--- src/rtl/quad_pos_pkg.sv ---
package quad_pos_pkg;

    // Identity of each truth-table cell; the value is its bit in the decode word.
    typedef enum logic [1:0] {
        CELL_PH_B     = 2'd0,
        CELL_PH_A     = 2'd1,
        CELL_STEP_CCW = 2'd2,
        CELL_STEP_CW  = 2'd3
    } cell_id_e;

    localparam int NUM_CELLS = 4;
    localparam int IDX_W     = 4;

    // Decode word: field order matches the cell ids above (MSB first).
    typedef struct packed {
        logic step_cw;
        logic step_ccw;
        logic ph_a;
        logic ph_b;
    } decode_t;

    // Truth table contents for each cell.
    function automatic logic [15:0] cell_table(input int id);
        case (id)
            int'(CELL_PH_B):     return 16'hAAAA;
            int'(CELL_PH_A):     return 16'hCCCC;
            int'(CELL_STEP_CCW): return 16'h4182;
            int'(CELL_STEP_CW):  return 16'h2814;
            default:             return 16'h0000;
        endcase
    endfunction

    // Overflow-extended difference of the two direction totals.
    function automatic logic signed [63:0] extend_position(
        input logic [63:0] cw,
        input logic [63:0] cw_wraps,
        input logic [63:0] ccw,
        input logic [63:0] ccw_wraps,
        input logic [63:0] wrap_weight
    );
        logic [63:0] cw_total;
        logic [63:0] ccw_total;
        cw_total  = cw  + wrap_weight * cw_wraps;
        ccw_total = ccw + wrap_weight * ccw_wraps;
        return signed'(cw_total - ccw_total);
    endfunction

endpackage

--- src/rtl/quad_pos_sync.sv ---
module quad_pos_sync #(
    parameter int W      = 2,
    parameter int STAGES = 2
) (
    input  logic         clk,
    input  logic         rst,
    input  logic [W-1:0] d,
    output logic [W-1:0] q
);
    logic [STAGES-1:0][W-1:0] pipe;

    always_ff @(posedge clk) begin
        if (rst) begin
            pipe <= '0;
        end else begin
            pipe <= {pipe[STAGES-2:0], d};
        end
    end

    assign q = pipe[STAGES-1];
endmodule

--- src/rtl/quad_pos_lut_cell.sv ---
module quad_pos_lut_cell #(
    parameter logic [15:0] TABLE = 16'hAAAA,
    parameter int          FLT_W = 4
) (
    input  logic             clk,
    input  logic             rst,
    input  logic             en,
    input  logic [3:0]       idx,
    input  logic [FLT_W-1:0] rise_len,
    input  logic [FLT_W-1:0] fall_len,
    output logic             q
);
    logic             cand;
    logic [FLT_W-1:0] run;
    logic [FLT_W-1:0] need;

    always_comb begin
        cand = TABLE[idx];
        need = cand ? rise_len : fall_len;
    end

    // A candidate differing from q must survive need+1 edges to be taken.
    always_ff @(posedge clk) begin
        if (rst || !en) begin
            q   <= 1'b0;
            run <= '0;
        end else if (cand == q) begin
            run <= '0;
        end else if (run >= need) begin
            q   <= cand;
            run <= '0;
        end else begin
            run <= run + 1'b1;
        end
    end
endmodule

--- src/rtl/quad_pos_edge_counter.sv ---
module quad_pos_edge_counter #(
    parameter int               CNT_W   = 16,
    parameter int               OVF_W   = 16,
    parameter logic [CNT_W-1:0] CNT_MAX = '1
) (
    input  logic             clk,
    input  logic             rst,
    input  logic             pulse,
    output logic [CNT_W-1:0] cnt,
    output logic [OVF_W-1:0] ovf
);
    localparam logic [CNT_W-1:0] CNT_START = CNT_W'(1);

    logic pulse_d;
    logic hit;

    assign hit = pulse & ~pulse_d;

    always_ff @(posedge clk) begin
        if (rst) begin
            pulse_d <= 1'b0;
            cnt     <= CNT_START;
            ovf     <= '0;
        end else begin
            pulse_d <= pulse;
            if (hit) begin
                if (cnt == CNT_MAX) begin
                    cnt <= CNT_START;
                    ovf <= ovf + 1'b1;
                end else begin
                    cnt <= cnt + 1'b1;
                end
            end
        end
    end
endmodule

--- src/rtl/quad_pos_counter.sv ---
module quad_pos_counter
    import quad_pos_pkg::*;
#(
    parameter int               CNT_W       = 16,
    parameter int               OVF_W       = 16,
    parameter int               POS_W       = 32,
    parameter int               FLT_W       = 4,
    parameter int               SYNC_STAGES = 2,
    parameter logic [CNT_W-1:0] CNT_MAX     = '1
) (
    input  logic                    clk,
    input  logic                    rst,
    input  logic                    dec_en,
    input  logic                    phase_a,
    input  logic                    phase_b,
    input  logic [FLT_W-1:0]        flt_rise,
    input  logic [FLT_W-1:0]        flt_fall,
    input  logic                    snap,
    output logic                    filt_a,
    output logic                    filt_b,
    output logic                    cw_step,
    output logic                    ccw_step,
    output logic [CNT_W-1:0]        cw_cnt,
    output logic [CNT_W-1:0]        ccw_cnt,
    output logic [OVF_W-1:0]        cw_ovf,
    output logic [OVF_W-1:0]        ccw_ovf,
    output logic signed [POS_W-1:0] position
);
    localparam logic [FLT_W-1:0] NO_FILTER = '0;
    localparam logic [CNT_W-1:0] CNT_START = CNT_W'(1);

    // Synchronized raw phases, bit 1 = A, bit 0 = B
    logic [1:0]           sync_ab;
    logic [1:0]           sync_ab_prev;
    logic [IDX_W-1:0]     raw_idx;
    logic [IDX_W-1:0]     step_idx;
    logic [NUM_CELLS-1:0] dec_bits;
    decode_t              dec;
    logic                 fa_prev;
    logic                 fb_prev;

    logic [CNT_W-1:0]     live_cw_cnt;
    logic [CNT_W-1:0]     live_ccw_cnt;
    logic [OVF_W-1:0]     live_cw_ovf;
    logic [OVF_W-1:0]     live_ccw_ovf;
    logic signed [63:0]   pos_wide;

    quad_pos_sync #(.W(2), .STAGES(SYNC_STAGES)) u_sync (
        .clk (clk),
        .rst (rst),
        .d   ({phase_a, phase_b}),
        .q   (sync_ab)
    );

    always_ff @(posedge clk) begin
        if (rst) begin
            sync_ab_prev <= 2'b00;
            fa_prev      <= 1'b0;
            fb_prev      <= 1'b0;
        end else begin
            sync_ab_prev <= sync_ab;
            fa_prev      <= dec.ph_a;
            fb_prev      <= dec.ph_b;
        end
    end

    always_comb begin
        raw_idx  = {sync_ab_prev, sync_ab};
        dec      = decode_t'(dec_bits);
        step_idx = {fa_prev, fb_prev, dec.ph_a, dec.ph_b};
    end

    for (genvar i = 0; i < NUM_CELLS; i++) begin : g_cell
        if (i >= int'(CELL_STEP_CCW)) begin : g_step
            quad_pos_lut_cell #(.TABLE(cell_table(i)), .FLT_W(FLT_W)) u_cell (
                .clk      (clk),
                .rst      (rst),
                .en       (dec_en),
                .idx      (step_idx),
                .rise_len (NO_FILTER),
                .fall_len (NO_FILTER),
                .q        (dec_bits[i])
            );
        end else begin : g_phase
            quad_pos_lut_cell #(.TABLE(cell_table(i)), .FLT_W(FLT_W)) u_cell (
                .clk      (clk),
                .rst      (rst),
                .en       (dec_en),
                .idx      (raw_idx),
                .rise_len (flt_rise),
                .fall_len (flt_fall),
                .q        (dec_bits[i])
            );
        end
    end

    assign filt_a   = dec.ph_a;
    assign filt_b   = dec.ph_b;
    assign cw_step  = dec.step_cw;
    assign ccw_step = dec.step_ccw;

    quad_pos_edge_counter #(.CNT_W(CNT_W), .OVF_W(OVF_W), .CNT_MAX(CNT_MAX)) u_cw_ctr (
        .clk   (clk),
        .rst   (rst),
        .pulse (dec.step_cw),
        .cnt   (live_cw_cnt),
        .ovf   (live_cw_ovf)
    );

    quad_pos_edge_counter #(.CNT_W(CNT_W), .OVF_W(OVF_W), .CNT_MAX(CNT_MAX)) u_ccw_ctr (
        .clk   (clk),
        .rst   (rst),
        .pulse (dec.step_ccw),
        .cnt   (live_ccw_cnt),
        .ovf   (live_ccw_ovf)
    );

    // Coherent copy of all four counting registers
    always_ff @(posedge clk) begin
        if (rst) begin
            cw_cnt  <= CNT_START;
            ccw_cnt <= CNT_START;
            cw_ovf  <= '0;
            ccw_ovf <= '0;
        end else if (snap) begin
            cw_cnt  <= live_cw_cnt;
            ccw_cnt <= live_ccw_cnt;
            cw_ovf  <= live_cw_ovf;
            ccw_ovf <= live_ccw_ovf;
        end
    end

    always_comb begin
        pos_wide = extend_position(64'(cw_cnt), 64'(cw_ovf), 64'(ccw_cnt),
                                   64'(ccw_ovf), 64'(CNT_MAX));
        position = pos_wide[POS_W-1:0];
    end
endmodule

--- config.mk ---
export PLATFORM = sky130hd
export DESIGN_NAME = quad_pos_counter
export DESIGN_NICKNAME = d
export VERILOG_FILES = /design/src/rtl/quad_pos_pkg.sv /design/src/rtl/quad_pos_sync.sv /design/src/rtl/quad_pos_lut_cell.sv /design/src/rtl/quad_pos_edge_counter.sv /design/src/rtl/quad_pos_counter.sv
export SDC_FILE = /design/constraint.sdc
export NUM_CORES = 1
export LEC_CHECK = 0
export BUFFER_PORTS_ARGS = -buffer_cell sky130_fd_sc_hd__buf_2
export CAP_MARGIN = 20
export CELL_PAD_IN_SITES_DETAIL_PLACEMENT = 0
export CELL_PAD_IN_SITES_GLOBAL_PLACEMENT = 1
export CORE_AREA = 5 5 248 310
export CTS_BUF_LIST = sky130_fd_sc_hd__clkbuf_4 sky130_fd_sc_hd__clkbuf_8 sky130_fd_sc_hd__clkbuf_16
export DETAILED_ROUTE_END_ITERATION = 12
export DIE_AREA = 0 0 253 315
export GPL_ROUTABILITY_DRIVEN = 0
export GPL_TIMING_DRIVEN = 0
export PLACE_DENSITY = 0.51
export SYNTH_ARGS = -nofsm -noshare
export SYNTH_HDL_FRONTEND = slang
export SYNTH_SLANG_ARGS = --single-unit
--- constraint.sdc ---
create_clock -name clk -period 6.5 [get_ports clk]
set_input_delay 0.325 -clock clk [delete_from_list [all_inputs] [get_ports clk]]
set_output_delay 0.325 -clock clk [all_outputs]
set_load 0.005 [all_outputs]
==> metrics.txt <==
worst-path fanout max 4; Num CTS Buffers 17; crit-path max cell delay 0.63 ns; Critical Path RT 6.17 ns; Detailed Route WL 49500 um; effective utilization at floorplan 22.8%; Net count, final 2415; height of the die 315 um; worst min-delay path category input port to register; period utilisation layout 112%; RR Startpoint u_ccw_ctr.cnt[0]; synthesized net count 2181; pre-CTS WS -1.24 ns; all-layer global routing usage 12.4%; DR pass1 iterations 4; Post-synth EDFFs 0; Async S/R FF share, synth 0%; Vias 11700; initial antenna violation count 3; TNS Setup -13.86 ns; Crit path top cell by count fa_1; routed vias/inst 4.06; Synth top area share 33.9%; Slew headroom 37.9%; fin. max-slew vios 0; Worst VDD drop 176 uV; Placement Rows 111; Synth Flop Type dfxtp_1; non-filler cells, final 2894; WP data arrival 6.98 ns; Die W 253 um; FMAX 137 MHz; RSZ-0062 raised after global routing true; Post-Syn Area 16700 sq um; largest net degree at the start of global routing 17; io pins 114; min-delay src phase_a; share of cells above drive strength 1 23.8%; Worst setup SP type register; area leader, netlist fa_1; Final Hold Vio Count 0; drt wl/cell 17.1 um; min Tclk post-route 7.30 ns; root buffer cell clkbuf_16; failing checks setup timing; Congestion Overflow GR 0; status complete, but fails checks; CP max-delay cell fa_2; Power Total 2.18 mW; leak pwr 9.98 nW; DIE AREA 79700 sq um; post-synthesis cell count 1688; Fin Hold WS 0.112 ns; final setup violation count 22; Worst-Margin Slew 0.931 ns; sequential element share of the synthesized area 17.7%; DRT iter0 DRCs 419; top cells by area, synth fa_1, dfxtp_1, ha_1; clock latency reported for the late side of the worst-skew pair 0.42 ns; Sink Count 148; number of remaining DRC errors 0; first-pass GRT wire length 75000 um; MaxCap Viol Count 0; crit path cell chain inv_4, fa_2, inv_4, fa_2, inv_4, fa_2, fa_1, fa_1, fa_1, fa_1, fa_1, inv_1, ha_4, nand2_4, a211oi_4, o2111ai_4, and2_4, o21a_4, o311ai_4, buf_2; Buffers on Ports 111; core area 73300 sq um; H-tree depth 4; placed instance count 2759; Filler Cell Count 7858; PwrDens 104 nW/um^2; clock skew 0.00812 ns; Mean Syn Cell Area 9.89 sq um; CP Class register to output pin; vias in the first global route 12700; dpl hpwl 40600 um; Worst Setup End Kind output pin; maximum buffer depth of the clock tree 2; antenna viol nets, final 0; CP startpoint ccw_ovf[7]; Synth cell types 62; CTS tree yes; Synth Warn # 0; final worst setup slack -0.801 ns; antenna cells 0; clk slew on worst S/H paths 0.06 ns; area grow syn2layout 25.0%; flops & latches, synth 148
-- path summary, 6_finish.rpt --
| check | slack, ns | endpoint | depth (start not counted) |
|---|---|---|---|
| worst max-delay path | -0.80 | position[28] | 20 |
| worst min-delay path | 0.11 | u_sync.pipe[1] | 2 |
| worst max register to register | 4.11 | u_ccw_ctr.cnt[13] | 7 |
| worst min register to register | 0.44 | g_cell[0].g_phase.u_cell.cand | 1 |
-- power by group --
group          switching, mW  internal [mW]  total (mW)
registers            0.00106          0.897       0.898
logic                  0.128          0.122       0.250
clock network          0.382          0.647        1.03
total                  0.511           1.67        2.18
-- registers in the layout (all words and copies together), names as in the netlist, 2 cells and up --
register and count:
u_ccw_ctr.ovf 16, cw_ovf 16, g_cell.g_phase.u_cell.cand 2, g_cell.g_step.u_cell.q 2, ccw_cnt 16, cw_cnt 16, u_ccw_ctr.cnt 16, u_sync.pipe 2
g_cell.g_phase.u_cell.q 2, u_cw_ctr.cnt 16, u_cw_ctr.ovf 16, ccw_ovf 16, g_cell.g_phase.u_cell.run 8
-- synthesized netlist by cell type (all sizes together) (2+ instances only) --
| cell | n |
|---|---|
| fa | 283 |
| mux2i | 74 |
| nand4 | 17 |
| o21bai | 4 |
| o311ai | 2 |
| xnor2 | 51 |
| a211oi | 7 |
| nand2 | 40 |
| a21o | 16 |
| xor2 | 36 |
| a21oi | 41 |
| mux2 | 3 |
| clkbuf | 24 |
| nand3 | 28 |
| a31oi | 4 |
| or2 | 7 |
| and3b | 2 |
| nor3 | 9 |
| ha | 196 |
| nand2b | 10 |
| and4 | 10 |
| and3 | 14 |
| buf | 6 |
| and2 | 6 |
| a21boi | 3 |
| inv | 415 |
| nor2 | 146 |
| o211ai | 3 |
| o21ai | 36 |
| dfxtp | 148 |
| o21a | 4 |
| nor2b | 13 |
| or3 | 14 |
| o2111ai | 2 |
-- placed cells by master (no fill, tap or decap), types with 23 or more instances in the layout --
cell	instances
xnor2_1	47
buf_4	93
ha_1	171
inv_2	31
buf_2	112
o21ai_0	23
nor2_1	141
a21oi_1	26
dfxtp_1	117
fa_2	30
ha_4	24
nand2_1	35
nand3_1	27
mux2i_1	74
fa_1	253
inv_1	369
dfxtp_4	28
xor2_1	36
-- critical path: cells and delay by family, from the launching register on --
kind | cells | cell delay (ns)
fa+ha+maj | 9 | 4.48
compound gates | 4 | 0.98
buf+inv | 5 | 0.41
flops | 1 | 0.38
simple gates | 2 | 0.27
-- what timing repair did --
item,in CTS,in global routing
hold buffers,0,0
buffers inserted,72,33
gates resized for setup,124,64
pin swaps,60,76
setup endpoints to repair,25,24
-- kinds of logic after synthesis --
group                      after synthesis  synth area share [%]
AOI/OAI and AO/OA                      132                  5.11
xor gates and xnor gates                87                  4.56
adders and majority gates              479                  48.6
buffers and inverters                  445                  10.0
DFF                                    148                  17.7
muxes                                   77                  4.64
other                                    1                0.0225
and+or+nand+nor                        319                  9.32
-- per-layer routing --
layer,global-route usage [%],vias to the layer above,share of wire (%)
li1,-,5680,-
met1,15.9,5876,43
met2,22.1,151,52
met3,1.70,38,3.4
met4,2.53,0,1.8
met5,0,-,0
-- through the flow --
step / cell area (sq um) / utilization, %
2_1_floorplan: 17000 / -
3_3_place_gp: 18800 / 25.6
3_5_place_dp: 18800 / 25.6
4_1_cts: 20400 / 27.8
5_1_grt: 20900 / 28.5
6_report: 20900 / 28.5
-- layout make-up --
cell class	instances	area, sq um	share of cell area (%)
Buffer	29	121	0.581
Clock buffer	24	532	2.55
Multi-Input combinational cell	1095	12900	61.6
Inverter	415	1600	7.67
Sequential cell	148	3070	14.7
Tap cell	960	1200	5.75
Timing Repair Buffer	216	1400	6.70
Clock inverter	7	91.3	0.438
No activity file was read; power rests on OpenSTA's default activity.
